<file path="config.mk">
export PLATFORM = sky130hd
export DESIGN_NAME = sdram_burst_rd
export DESIGN_NICKNAME = d
export VERILOG_FILES = /design/src/rtl/sdram_rd_pkg.sv /design/src/rtl/sdram_rd_fsm.sv /design/src/rtl/sdram_rd_cmd.sv /design/src/rtl/sdram_rd_beat.sv /design/src/rtl/sdram_burst_rd.sv
export SDC_FILE = /design/constraint.sdc
export NUM_CORES = 1
export LEC_CHECK = 0
export BUFFER_PORTS_ARGS = -buffer_cell sky130_fd_sc_hd__buf_4
export CORE_ASPECT_RATIO = 1.25
export CORE_MARGIN = 4
export CORE_UTILIZATION = 50
export CTS_BUF_LIST = sky130_fd_sc_hd__clkbuf_8
export DETAILED_ROUTE_END_ITERATION = 8
export GPL_ROUTABILITY_DRIVEN = 0
export HOLD_SLACK_MARGIN = 0.15
export PLACE_DENSITY = 0.86
export SYNTH_ARGS = -nofsm -noshare
export SYNTH_HDL_FRONTEND = slang
export SYNTH_HIERARCHICAL = 1
export SYNTH_SLANG_ARGS = --single-unit
</file>
<file path="constraint.sdc">
create_clock -name clk -period 1.85 [get_ports clk]
set_input_delay 0.2775 -clock clk [delete_from_list [all_inputs] [get_ports clk]]
set_output_delay 0.2775 -clock clk [all_outputs]
set_load 0.05 [all_outputs]
</file>
<file path="src/rtl/sdram_rd_pkg.sv">
package sdram_rd_pkg;

    typedef enum logic [2:0] {
        S_IDLE,
        S_ACT,
        S_RCDW,
        S_RD,
        S_CLW,
        S_DATA,
        S_RECOV
    } rd_state_e;

    typedef struct packed {
        logic cs_n;
        logic ras_n;
        logic cas_n;
        logic we_n;
    } sd_cmd_t;

    localparam sd_cmd_t CMD_NOP = '{cs_n: 1'b0, ras_n: 1'b1, cas_n: 1'b1, we_n: 1'b1};
    localparam sd_cmd_t CMD_ACT = '{cs_n: 1'b0, ras_n: 1'b0, cas_n: 1'b1, we_n: 1'b1};
    localparam sd_cmd_t CMD_RD  = '{cs_n: 1'b0, ras_n: 1'b1, cas_n: 1'b0, we_n: 1'b1};

    localparam int BURST_LEN = 4;

endpackage

</file>
<file path="src/rtl/sdram_rd_fsm.sv">
module sdram_rd_fsm
    import sdram_rd_pkg::*;
#(
    parameter int T_RCD   = 2,
    parameter int CAS_LAT = 2,
    parameter int T_RP    = 2,
    parameter int CW      = 4
) (
    input  logic          clk,
    input  logic          rst_n,
    input  logic          req_valid,
    output logic          req_ready,
    output rd_state_e     state,
    output logic [CW-1:0] cnt
);

    rd_state_e     nxt;
    rd_state_e     after_act;
    logic [CW-1:0] cnt_nxt;

    generate
        if (T_RCD > 1) begin : g_rcd_wait
            assign after_act = S_RCDW;
        end else begin : g_rcd_none
            assign after_act = S_RD;
        end
    endgenerate

    always_ff @(posedge clk or negedge rst_n) begin
        if (!rst_n) begin
            state <= S_IDLE;
            cnt   <= '0;
        end else begin
            state <= nxt;
            cnt   <= cnt_nxt;
        end
    end

    always_comb begin
        nxt     = state;
        cnt_nxt = cnt + 1'b1;
        unique case (state)
            S_IDLE: begin
                cnt_nxt = '0;
                if (req_valid) nxt = S_ACT;
            end
            S_ACT: begin
                cnt_nxt = '0;
                nxt     = after_act;
            end
            S_RCDW: begin
                if (cnt == CW'(T_RCD - 2)) begin
                    nxt     = S_RD;
                    cnt_nxt = '0;
                end
            end
            S_RD: begin
                cnt_nxt = '0;
                nxt     = S_CLW;
            end
            S_CLW: begin
                if (cnt == CW'(CAS_LAT - 2)) begin
                    nxt     = S_DATA;
                    cnt_nxt = '0;
                end
            end
            S_DATA: begin
                if (cnt == CW'(BURST_LEN - 1)) begin
                    nxt     = S_RECOV;
                    cnt_nxt = '0;
                end
            end
            S_RECOV: begin
                if (cnt == CW'(T_RP - 1)) begin
                    nxt     = S_IDLE;
                    cnt_nxt = '0;
                end
            end
            default: begin
                nxt     = S_IDLE;
                cnt_nxt = '0;
            end
        endcase
    end

    assign req_ready = (state == S_IDLE);

endmodule

</file>
<file path="src/rtl/sdram_rd_cmd.sv">
module sdram_rd_cmd
    import sdram_rd_pkg::*;
#(
    parameter int ROW_W  = 12,
    parameter int COL_W  = 8,
    parameter int CW     = 4,
    parameter int AP_BIT = 10
) (
    input  rd_state_e        state,
    input  logic [CW-1:0]    cnt,
    input  logic [ROW_W-1:0] row,
    input  logic [COL_W-1:0] col,
    output logic             sd_cs_n,
    output logic             sd_ras_n,
    output logic             sd_cas_n,
    output logic             sd_we_n,
    output logic [ROW_W-1:0] sd_addr,
    output logic             bus_start
);

    sd_cmd_t cmd;

    always_comb begin
        cmd       = CMD_NOP;
        sd_addr   = '0;
        bus_start = 1'b0;
        unique case (state)
            S_ACT: begin
                cmd     = CMD_ACT;
                sd_addr = row;
            end
            S_RD: begin
                cmd             = CMD_RD;
                sd_addr         = ROW_W'(col);
                sd_addr[AP_BIT] = 1'b1;
            end
            S_DATA: begin
                bus_start = (cnt == '0);
            end
            default: begin
            end
        endcase
    end

    assign sd_cs_n  = cmd.cs_n;
    assign sd_ras_n = cmd.ras_n;
    assign sd_cas_n = cmd.cas_n;
    assign sd_we_n  = cmd.we_n;

endmodule

</file>
<file path="src/rtl/sdram_rd_beat.sv">
module sdram_rd_beat #(
    parameter int DATA_W = 64
) (
    input  logic              clk,
    input  logic              rst_n,
    input  logic              data_cyc,
    input  logic [1:0]        pos,
    input  logic              fill,
    input  logic [1:0]        start,
    input  logic [DATA_W-1:0] dq,
    output logic              beat_valid,
    output logic [1:0]        beat_idx,
    output logic              beat_last,
    output logic [DATA_W-1:0] beat_data
);

    logic keep;

    assign keep = data_cyc && (fill || pos == 2'd0);

    always_ff @(posedge clk or negedge rst_n) begin
        if (!rst_n) begin
            beat_valid <= 1'b0;
            beat_idx   <= '0;
            beat_last  <= 1'b0;
            beat_data  <= '0;
        end else begin
            beat_valid <= keep;
            beat_last  <= keep && fill && (pos == 2'd3);
            if (keep) begin
                beat_idx  <= fill ? (start + pos) : start;
                beat_data <= dq;
            end
        end
    end

endmodule

</file>
<file path="src/rtl/sdram_burst_rd.sv">
module sdram_burst_rd
    import sdram_rd_pkg::*;
#(
    parameter int ROW_W   = 12,
    parameter int COL_W   = 8,
    parameter int DATA_W  = 64,
    parameter int T_RCD   = 2,
    parameter int CAS_LAT = 2,
    parameter int T_RP    = 2,
    localparam int ADDR_W = ROW_W + COL_W + 3
) (
    input  logic              clk,
    input  logic              rst_n,
    input  logic              req_valid,
    output logic              req_ready,
    input  logic              req_fill,
    input  logic [ADDR_W-1:0] req_addr,
    output logic              sd_cs_n,
    output logic              sd_ras_n,
    output logic              sd_cas_n,
    output logic              sd_we_n,
    output logic [ROW_W-1:0]  sd_addr,
    input  logic [DATA_W-1:0] sd_dq_in,
    output logic              bus_start,
    output logic              beat_valid,
    output logic [1:0]        beat_idx,
    output logic              beat_last,
    output logic [DATA_W-1:0] beat_data
);

    localparam int CW     = $clog2(T_RCD + CAS_LAT + T_RP + BURST_LEN) + 1;
    localparam int AP_BIT = 10;

    rd_state_e        state;
    logic [CW-1:0]    cnt;
    logic [ROW_W-1:0] row_q;
    logic [COL_W-1:0] col_q;
    logic             fill_q;

    always_ff @(posedge clk or negedge rst_n) begin
        if (!rst_n) begin
            row_q  <= '0;
            col_q  <= '0;
            fill_q <= 1'b0;
        end else if (req_valid && req_ready) begin
            row_q  <= req_addr[ADDR_W-1 -: ROW_W];
            col_q  <= req_addr[COL_W+2:3];
            fill_q <= req_fill;
        end
    end

    sdram_rd_fsm #(
        .T_RCD(T_RCD), .CAS_LAT(CAS_LAT), .T_RP(T_RP), .CW(CW)
    ) u_fsm (
        .clk(clk), .rst_n(rst_n), .req_valid(req_valid),
        .req_ready(req_ready), .state(state), .cnt(cnt)
    );

    sdram_rd_cmd #(
        .ROW_W(ROW_W), .COL_W(COL_W), .CW(CW), .AP_BIT(AP_BIT)
    ) u_cmd (
        .state(state), .cnt(cnt), .row(row_q), .col(col_q),
        .sd_cs_n(sd_cs_n), .sd_ras_n(sd_ras_n), .sd_cas_n(sd_cas_n),
        .sd_we_n(sd_we_n), .sd_addr(sd_addr), .bus_start(bus_start)
    );

    sdram_rd_beat #(
        .DATA_W(DATA_W)
    ) u_beat (
        .clk(clk), .rst_n(rst_n), .data_cyc(state == S_DATA),
        .pos(cnt[1:0]), .fill(fill_q), .start(col_q[1:0]), .dq(sd_dq_in),
        .beat_valid(beat_valid), .beat_idx(beat_idx),
        .beat_last(beat_last), .beat_data(beat_data)
    );

endmodule

</file>
# After elaboration in Yosys (flattened, before gate mapping)
# Cells that the tools add are included.
# op_classes
bitwise_logic	0
add_sub_neg	2
div	0
muxes	14
n_lt_le_gt_ge	0
multipliers	0
n_eq_ne	14
reduce_logical	10
shift	0
# op_table
cell	count
$pmux W12 S2	1
$pmux W3 S7	1
$mux W3	5
$mux W5	3
$pmux W5 S3	1
$eq A3 B3 Y1 const B	3
$eq A3 B2 Y1 const B	2
$ne A2 B1 Y1 const B	3
$pmux W3 S2	1
$add A5 B1 Y5 const B	1
$eq A5 B1 Y1 const B	1
$eq A5 B2 Y1 const B	1
$logic_not A5 Y1	1
$reduce_and A5 Y1	1
$logic_and A1 B1 Y1	4
$ne A2 B2 Y1 const B	2
$eq A3 B1 Y1 const B	1
$logic_not A3 Y1	1
$add A2 B2 Y2	1
$eq A2 B2 Y1 const B	1
$logic_not A2 Y1	1
$mux W2	1
$reduce_or A2 Y1	1
$logic_or A1 B1 Y1	1
$mux W1	1
# totals
out_inout_bits	86
ramBits	0
rom_bits	0
latchBits	0
word_cells	49
regBits	97
input_bits	91
n_memories	0

# Logic depth before layout (Yosys ltp)
# logic_depth
depth_word	5
depth_mapped	5
ltp_nobuf	5

# By module
# The synthesis kept the hierarchy.
# by_module_without_submodules
module	area_per_inst_um2	cells_each	n_inst
sdram_rd_beat	2795.2	153	1
sdram_burst_rd	874.6	46	1
sdram_rd_fsm	484.2	49	1
sdram_rd_cmd	226.5	34	1

# Worst setup path after synthesis
# OpenSTA, ideal clock, no wires.
# synth_path
kind	reg2reg
from	register u_fsm.state[0]
to	register col_q[0]
synth_period_minus_slack_ns	2.613
slack_ns	-0.763
path_stages_with_launch	6
required_time_ns	1.725
setup_ns	0.125
arrival_ns	2.488
n_path_buf	2
cell_sequence	dfrtp_1 clkbuf_1 nor3_1 nand2_2 buf_6 mux2_4
# synth_via
elab_chain_cells	2
# synth_rtl
item	line_no	text
start, declared	sdram_rd_fsm.sv:13	output rd_state_e state,
start signal, assigned	sdram_rd_fsm.sv:34	state <= nxt;
$logic_not A3 Y1	sdram_rd_fsm.sv:86	assign req_ready = (state == S_IDLE);
via req_ready	sdram_burst_rd.sv:15	output logic req_ready,
$logic_and A1 B1 Y1	sdram_burst_rd.sv:45	end else if (req_valid && req_ready) begin
end signal, assigned	sdram_burst_rd.sv:47	col_q <= req_addr[COL_W+2:3];
end, declared	sdram_burst_rd.sv:37	logic [COL_W-1:0] col_q;
# The timed path passes the listed nets, and every way through them passes these cells.
# A chain may end at the register's enable or synchronous reset.

# Final worst setup path
# layout_path
from	register u_fsm.cnt[0]
to	output bus_start
# layout_via
elab_chain_cells	2
# layout_rtl
item	line_no	text
start, declared	sdram_rd_fsm.sv:14	output logic [CW-1:0] cnt
start signal, assigned	sdram_rd_fsm.sv:35	cnt <= cnt_nxt;
$logic_not A5 Y1	sdram_rd_cmd.sv:38	bus_start = (cnt == '0);
$mux W1	sdram_rd_cmd.sv:27	unique case (state)
end, declared	sdram_burst_rd.sv:24	output logic bus_start,
# No other way between the ends.

==> results.md <==
* Vias in the first global route at 3,689
* Slowest-stage cell, CP: or4_4
* Worst Skew at about 11 ps
* Worst-Margin Slew at 508.7 ps
* Sequential-to-total area share from yosys stat at 0.5541
* Worst setup EP type: output port
* Area post-placement at around 5800 µm²
* Outcome: complete, but fails checks
* CP arrival at 1590 ps
* Htree depth at 3
* Failing checks: negative setup slack
* Register area at 2431 µm²
* Max-cap violation count at 0
* Critical Path RT at ~1600 ps
* Max Freq at 534.7 MHz
* # port buffers at around 170
* 1st-pass router iterations at 4
* FF-to-FF path depth at 6
* Setup WS post-layout at -20.06 ps
* Cts bufs inserted at 9
* Lkg Pwr at between 3 and 4 nW
* Post-synthesis average cell area at 15.53 µm²
* Crit path capture: bus_start
* Initial antenna violation count at 1
* Clock-pin slew on the worst setup and hold paths at 90 ps
* Synthesized instance count at 282
* Hold Path Class: in2reg
* Filler Cell Count at 447
* Initial DRC count at 99
* Core box area at about 8400 µm²
* Die Ht at 112.7 µm
* Post-Route WL at 11,880 µm
* Largest cells by area after synthesis: dfrtp_1 (55%), mux2_4 (20%), mux2_2 (5.9%)
* DP Worst Slack at 73.81 ps
* Final Max Tran Viols at 0
* Tcrit/Tclk final at 1.011
* FF+latch count, synth at 97
* Crit-path max FO at 2
* Per-cell routed wire length at 17.81 µm
* # DRC at 0
* Row count at 37
* Max_slew headroom at 0.6608
* Final Hold Viols at 0
* Initial Util at 0.5228
* # clock sinks at 97
* Netlist Area Pre-Place at 4380 µm²
* Syn_nets at 377
* Detail Route Antenna Nets at 0
* Clock latency at the later pin of the worst-skew pair at 350 ps
* Final setup viols at 1
* Area of the multi-input gates at 1812 µm²
* CP startpoint: u_fsm/cnt[0]$_DFF_PN0_
* CTS tree: done
* RSZ-0062 raised after global routing: true
* Fin nets at 639
* CTS max path bufs at 2
* Fin area at 6845 µm²
* Routed vias at 3,258
* First-pass GRT wire length at 18,210 µm
* Via density at 4.885
* Tot GR Track Use at 0.2241
* Largest net degree at the start of global routing at 98
* Tmin final at 1870 ps
* Distinct cells, synth at 46
* CP cell instances: or4_4, nor2_4, buf_8
* Yosys warns at 6
* Share of cells above drive strength 1 at 0.5483
* Yosys top cell area share at 0.5541
* Die ar. at 10,330 µm²
* P per Cell Area at about 2000 nW/µm²
* Reg2reg end: u_fsm/state[0]$_DFFE_PN0P_
* Root Driver: clkbuf_8
* Die width at 91.72 µm
* Global route overflow at 0
* Area Growth Syn to Fin at 56.27%
* DP HPWL at ~7000 µm
* Worst R2R Setup Slack at 10 ps
* IO Pins at ~180
* CP Class: reg2out
* Peak supply drop at between 1000 and 1500 µV
* Slowest Stage Delay on Critical Path at 550 ps
* Worst Setup Start Kind: flip-flop
* Cell taking the most area after synthesis: dfrtp_1
* Reg-to-Reg Start: u_fsm/cnt[0]$_DFF_PN0_
[worst max-delay path: cells and delay by family (launching register included)]
| family | cells | cell delay [ps] |
|---|---|---|
| DFF | 1 | 420 |
| buffers and inverters | 1 | 150 |
| and+or+nand+nor | 2 | 670 |
[placed cells by master, fill, tap and decap left out, types with 2 or more instances in the layout]
cell type and instances:
buf_12 4, mux2_4 59, buf_4 185, a31oi_1 2, clkbuf_8 11, mux2i_1 9, mux2_2 23, nand4bb_1 2
xor2_1 2, a21oi_1 6, nor2_1 12, ha_1 3, dfrtp_2 3, clkinv_2 3, dfrtp_1 94, mux2_1 5
nand3_1 2, nor2b_1 3, conb_1 2, dlygate4sd3_1 78, and3b_1 2, a21o_1 2, inv_1 6, xnor2_1 3
nor3b_1 2
[report_power, final]
group	switching, mW	internal, mW
combinational	5.01	3.57
clock	0.680	0.547
sequential	0.649	3.18
total	6.34	7.30
[worst min path at each step]
| stage | start | to | slack [ps] | depth (start not counted) |
|---|---|---|---|---|
| after global routing | sd_dq_in[31] | u_beat/beat_data[31]$_DFFE_PN0P_ | 150 | 2 |
| final | sd_dq_in[12] | u_beat/beat_data[12]$_DFFE_PN0P_ | 160 | 2 |
| after detailed placement | rst_n | u_beat/beat_data[57]$_DFFE_PN0P_ | 380 | 2 |
| after CTS | req_addr[16] | row_q[5]$_DFFE_PN0P_ | 150 | 2 |
| after floorplan | rst_n | col_q[0]$_DFFE_PN0P_ | -20 | 0 |
| after global placement | rst_n | u_beat/beat_data[60]$_DFFE_PN0P_ | 360 | 2 |
[cell families after synthesis]
logic type	Yosys count	synth area share
muxes	96	0.2948
buffers and inverters	21	0.04256
adders and majority gates	4	0.01143
and+or+nand+nor	38	0.05370
DFF	97	0.5541
xor gates and xnor gates	5	0.009999
AOI/OAI and AO/OA	19	0.03171
other	2	0.001714
[what timing repair did]
action                                  CTS  global route
pin swaps                                 1             2
buffers inserted                          3             0
endpoints found under the setup margin   10             6
hold buffers                             73             5
gates resized for setup                   9             2
hold endpoints to repair                169             5
[through the flow]
stage	cells	power, mW	util	setup TNS (ps)	hold WS [ps]
floorplan	282	9.899	-	-610.5	-18.09
global placement	569	11.91	0.6955	0	363.2
detailed placement	569	12.11	0.6955	0	380.8
CTS	661	13.58	0.8099	-34.88	150.0
global route	667	14.22	0.8169	-188.5	146.4
finish	667	13.64	0.8169	-20.06	164.2
[flip-flops by register name (all words and copies together) (netlist names)]
register	count
u_fsm/cnt	5
u_fsm/state	3
row_q	12
u_beat/beat_idx	2
u_beat/beat_data	64
col_q	8
u_beat/beat_last	1
u_beat/beat_valid	1
fill_q	1
[Yosys cell counts (all sizes together)]
cell     instances
mux2            87
nand3b           1
a21boi           1
or3b             1
dfrtp           97
mux2i            9
ha               4
nand2            2
a31oi            2
a211oi           1
a311oi           1
a311o            1
buf             14
nor3b            3
nor2            14
nand2b           1
a21oi            6
nand4bb          2
and3b            2
or4              1
or4b             2
conb             2
xor2             2
a21o             2
nand3            2
o311ai           1
o41ai            1
nor2b            3
clkbuf           3
xnor2            3
inv              4
or2              1
nor3             2
a32oi            1
o21ai            2
and4             1
[final cells by class]
type | instances | share of cell area
Multi-Input combinational cell | 164 | 0.2647
Antenna cell | 1 | 0.0003656
Clock buffer | 11 | 0.02212
Sequential cell | 97 | 0.3551
Clock inverter | 5 | 0.003290
Timing Repair Buffer | 268 | 0.3308
Inverter | 4 | 0.002193
Tap cell | 117 | 0.02139
[metal layers]
layer	GRT usage	vias to the layer above	share of wire
met5	0	-	0
met4	0.1169	0	0.021
met3	0.04223	22	0.042
met2	0.4057	120	0.56
met1	0.2476	1596	0.38
li1	-	1520	-
Power figures use the tool's default switching activity.
